<file path="config.mk">
export PLATFORM = sky130hd
export DESIGN_NAME = tod_alarm_match
export DESIGN_NICKNAME = d
export VERILOG_FILES = /design/src/rtl/tod_alarm_pkg.sv /design/src/rtl/tod_alarm_field_cmp.sv /design/src/rtl/tod_alarm_flag.sv /design/src/rtl/tod_alarm_match.sv
export SDC_FILE = /design/constraint.sdc
export NUM_CORES = 1
export LEC_CHECK = 0
export CORE_AREA = 2 2 39 41
export CTS_CLUSTER_DIAMETER = 50
export DETAILED_ROUTE_END_ITERATION = 12
export DIE_AREA = 0 0 41 43
export DONT_BUFFER_PORTS = 1
export SYNTH_ARGS = -nofsm -noshare
export SYNTH_HDL_FRONTEND = slang
export SYNTH_HIERARCHICAL = 1
export SYNTH_SLANG_ARGS = --single-unit
</file>
<file path="constraint.sdc">
create_clock -name clk -period 1 [get_ports clk]
set_input_delay 0.05 -clock clk [delete_from_list [all_inputs] [get_ports clk]]
set_output_delay 0.05 -clock clk [all_outputs]
set_load 0.01 [all_outputs]
</file>
<file path="src/rtl/tod_alarm_pkg.sv">
package tod_alarm_pkg;

   // Field order used to pack the time and alarm bytes internally
   typedef enum int unsigned {
      FLD_SEC = 0,
      FLD_MIN = 1,
      FLD_HR  = 2
   } tod_field_e;

   localparam int unsigned TOD_FIELDS = 3;

endpackage

</file>
<file path="src/rtl/tod_alarm_field_cmp.sv">
module tod_alarm_field_cmp #(
   parameter int unsigned DATA_W    = 8,
   parameter int unsigned WILD_BITS = 2
) (
   input  logic [DATA_W-1:0] now_i,
   input  logic [DATA_W-1:0] alm_i,
   output logic              hit_o
);

   localparam int unsigned TOP = DATA_W - 1;

   if (WILD_BITS == 0 || WILD_BITS > DATA_W) begin : g_bad_wild
      $error("tod_alarm_field_cmp: WILD_BITS must be 1..DATA_W");
   end

   logic wild;
   logic same;

   // wildcard when all top WILD_BITS bits are set
   assign wild  = &alm_i[TOP -: WILD_BITS];
   assign same  = (now_i == alm_i);
   assign hit_o = wild | same;

endmodule

</file>
<file path="src/rtl/tod_alarm_flag.sv">
module tod_alarm_flag (
   input  logic clk,
   input  logic rst_n,
   input  logic set_i,
   input  logic clr_i,
   input  logic en_i,
   output logic flag_o,
   output logic irq_o
);

   logic flag_q;

   // set has priority so a match landing on a read is not lost
   always_ff @(posedge clk or negedge rst_n) begin
      if (!rst_n) begin
         flag_q <= 1'b0;
      end else if (set_i) begin
         flag_q <= 1'b1;
      end else if (clr_i) begin
         flag_q <= 1'b0;
      end
   end

   assign flag_o = flag_q;
   assign irq_o  = flag_q & en_i;

endmodule

</file>
<file path="src/rtl/tod_alarm_match.sv">
module tod_alarm_match
   import tod_alarm_pkg::*;
#(
   parameter int unsigned DATA_W    = 8,
   parameter int unsigned WILD_BITS = 2
) (
   input  logic              clk,
   input  logic              rst_n,
   input  logic              upd_stb,
   input  logic [DATA_W-1:0] sec_now,
   input  logic [DATA_W-1:0] min_now,
   input  logic [DATA_W-1:0] hr_now,
   input  logic [DATA_W-1:0] sec_alm,
   input  logic [DATA_W-1:0] min_alm,
   input  logic [DATA_W-1:0] hr_alm,
   input  logic              alm_en,
   input  logic              flag_rd,
   output logic              alm_flag,
   output logic              irq
);

   localparam int unsigned NF = TOD_FIELDS;

   if (DATA_W < 2) begin : g_bad_width
      $error("tod_alarm_match: DATA_W must be at least 2");
   end

   logic [DATA_W-1:0] now_a [NF];
   logic [DATA_W-1:0] alm_a [NF];
   logic [NF-1:0]     hit;
   logic              match_set;

   assign now_a[FLD_SEC] = sec_now;
   assign now_a[FLD_MIN] = min_now;
   assign now_a[FLD_HR]  = hr_now;
   assign alm_a[FLD_SEC] = sec_alm;
   assign alm_a[FLD_MIN] = min_alm;
   assign alm_a[FLD_HR]  = hr_alm;

   for (genvar f = 0; f < NF; f++) begin : g_field
      tod_alarm_field_cmp #(
         .DATA_W    (DATA_W),
         .WILD_BITS (WILD_BITS)
      ) u_cmp (
         .now_i (now_a[f]),
         .alm_i (alm_a[f]),
         .hit_o (hit[f])
      );
   end

   assign match_set = upd_stb & (&hit);

   tod_alarm_flag u_flag (
      .clk    (clk),
      .rst_n  (rst_n),
      .set_i  (match_set),
      .clr_i  (flag_rd),
      .en_i   (alm_en),
      .flag_o (alm_flag),
      .irq_o  (irq)
   );

endmodule

</file>
==> summary.log <==
[pwr] Lkg Pwr 0.103 nW
[routing] Final Routed Wirelength 643 µm
[placement] RePlAce Congestion 0.642
[finish] post-synthesis to final-layout area growth 9.23%
[grt] GRT overflow 0
[yosys] #FFs+latches synth 1
[yosys] Seq/Total Area, Yosys 7.69%
[yosys] Post-Synthesis Cell Area 325 µm²
[cts] CTS clk-pin slew, worst paths 0 ns
[floorplanning] overall die height 43 µm
[yosys] cell types occupying the most area after synthesis xnor2_1 65%, nand4_1 12%, dfrtp_1 7.7%, o21ai_1 4.6%, nand2_1 3.5%
[timing] largest clock skew in the final design 0 ns
[finish] multi-input gate area in the final layout 297 µm²
[worst_setup_path] worst stage delay on the critical path 0.20 ns
[timing] Max-slew headroom 89.2%
[worst_hold_path] end point of the most critical hold path u_flag/flag_o
[grt] initial antenna violation count 0
[floorplanning] Die W 41 µm
[worst_setup_path] FF-to-FF Start u_flag/flag_o
[yosys] average cell area after synthesis 7.93 µm²
[timing] shortest period the worst path allows 0.804 ns
[pwr] power after layout 0.000151 W
[yosys] post-synthesis compound-gate area fraction 6.92%
[floorplanning] number of I/O pins 55
[finish] area of all sequential standard cells 25.0 µm²
[worst_hold_path] path category of the worst min-delay check primary input to register
[yosys] mux share of post-synthesis cell area 0%
[worst_setup_path] crit path kind primary input to register
[finish] number of flip-flops in the largest register 1
[worst_setup_path] data arrival time of the critical path 0.74 ns
[placement] count of input and output buffers 0
[timing] unrepaired setup endpoints after global routing false
[finish] number of nets in the final layout 97
[timing] final number of hold-violating endpoints 0
[yosys] Post-Synth Simple-Gate Area 19.6%
[worst_setup_path] Worst Reg2Reg Path Length in Cells 1
[timing] post-route fraction of the period consumed by the critical path 80.4%
[yosys] combinational family with the most area after synthesis XOR/XNOR gates
[cts] clock latency on the worst-skew pair 0 ns
[worst_setup_path] launching element type of the critical path primary input
[cts] Post-CTS Setup Bufs 0
[routing] number of design-rule violations left by the first detailed-router iteration 0
[pwr] Worst VDD drop 0.123 mV
[finish] antenna diode count 0
[timing] Worst Max-Slew Pin Slew 0.162 ns
[floorplanning] core region area 1380 µm²
[worst_hold_path] hold path cells 2
[routing] Routed wire per std cell 11.1 µm
[worst_setup_path] capture point of the worst reg-to-reg path u_flag/flag_o
[routing] Avg Vias per Cell 5.12
[finish] Layout fillers 163
[yosys] count of warnings emitted by yosys 6
[grt] largest net degree at the start of global routing 4
[worst_hold_path] hold wc startpoint flag_rd
[timing] number of endpoints failing setup at the final stage 0
[worst_setup_path] slowest stage cell on the critical path and4_1
[floorplanning] floorplan row count 14
[worst_setup_path] data required time of the critical path 0.93 ns
[routing] total via count after detailed routing 297
[floorplanning] area enclosed by the die boundary 1760 µm²
[timing] maximum achievable frequency 1.24 GHz
[worst_setup_path] critical path capture point type register
[worst_setup_path] reg2reg setup slack 0.28 ns
[worst_setup_path] top cell family by delay on the critical path simple AND/OR/NAND/NOR gates
[worst_setup_path] count of buffering cells on the critical path with inverters included 0
[pwr] PD cells 426 nW/µm²
[finish] most used cells in the layout excluding fill and tap cells 24 x xnor2_1, 6 x nand4_1, 3 x nand2_1, 3 x o21ai_1
[yosys] Cell variety after synth 9
[status] result of the run finished clean
[timing] setup total negative slack 0 ns
[placement] post-place instance area 345 µm²
[floorplanning] initial standard-cell utilization of the core 23.5%
[yosys] adder-cell area share of the yosys netlist 0%
[timing] max-slew violations 0
[routing] total DRC errors in the routed layout 0
[finish] commonest non-fill, non-tap cell in the layout xnor2_1
[flow_run] max-capacitance violation count 0
[routing] Pre-Repair DR Iteration Count 1
[finish] cell area after layout 355 µm²
[cts] post_cts resized 0
[grt] wire length of the first global-routing pass 1010 µm
[yosys] Synth top area share 64.6%
[worst_setup_path] cell breakdown of the critical path xnor2_1 > nand4_1 > o21ai_1 > and4_1 > a21o_1
[grt] GRT Util Overall 7.51%
[finish] proportion of layout cells with a drive suffix above 1 0%
[worst_setup_path] crit-path max FO 1
[routing] remaining antenna violation count after routing 0
[yosys] share of the synthesized netlist area taken by xor and xnor gates 64.6%
[yosys] Synth Instances 41
[grt] via count of the first global-routing pass 274
[yosys] net count after synthesis 94
[finish] post-route core utilization 25.7%
[yosys] cell accounting for the most synthesized area xnor2_1
[cts] hold buffers post-CTS 1
-- cells by family after synthesis --
family,Yosys count
XOR/XNOR,24
AND/OR/NAND/NOR,11
AO/OA/AOI/OAI,4
flip-flops,1
buffers and inverters,1
-- report_power, final --
part           internal, W  leakage (nW)  switching (W)
sequential       0.0000418        0.0139    0.000000754
combinational    0.0000774        0.0891      0.0000315
clock                    0             0              0
-- worst max-delay path by stage --
| stage | startpoint | end | slack (ns) | cells past startpoint |
|---|---|---|---|---|
| 2_1_floorplan | hr_now[3] | u_flag/flag_o | 0.27 | 5 |
| 3_3_place_gp | hr_alm[2] | u_flag/flag_o | 0.22 | 5 |
| 3_5_place_dp | hr_alm[2] | u_flag/flag_o | 0.20 | 5 |
| 4_1_cts | hr_alm[2] | u_flag/flag_o | 0.18 | 5 |
| 5_1_grt | sec_alm[6] | u_flag/flag_o | 0.09 | 5 |
| 6_report | hr_alm[2] | u_flag/flag_o | 0.20 | 5 |
-- routing by layer --
| layer | vias to the layer above | GRT usage [%] | part of all wire, % |
|---|---|---|---|
| li1 | 142 | - | - |
| met1 | 125 | 9.24 | 32 |
| met2 | 30 | 14.4 | 51 |
| met3 | 0 | 0 | 16 |
| met4 | 0 | 0 | 0 |
| met5 | - | 0 | 0 |
-- final cells by class --
| class | count | share of cell area, % |
|---|---|---|
| multi-input cells | 39 | 83.5 |
| flip-flops and latches | 1 | 7.04 |
| well taps | 16 | 5.63 |
| repair buffers | 1 | 2.82 |
| inverters | 1 | 1.06 |
-- through the flow --
stage / hold slack (ns) / worst slack (ns) / std cells
2_1_floorplan: -0.246 / 0.271 / 41
3_3_place_gp: -0.246 / 0.217 / 57
3_5_place_dp: -0.246 / 0.196 / 57
4_1_cts: 0.218 / 0.184 / 58
5_1_grt: 0.234 / 0.0905 / 58
6_report: 0.217 / 0.196 / 58
-- synth_stat cells, drive strengths merged --
library cell  count
nand4             6
xnor2            24
and4              1
dfrtp             1
and2              1
o21ai             3
inv               1
nand2             3
a21o              1
No activity file was read; power rests on OpenSTA's default activity.
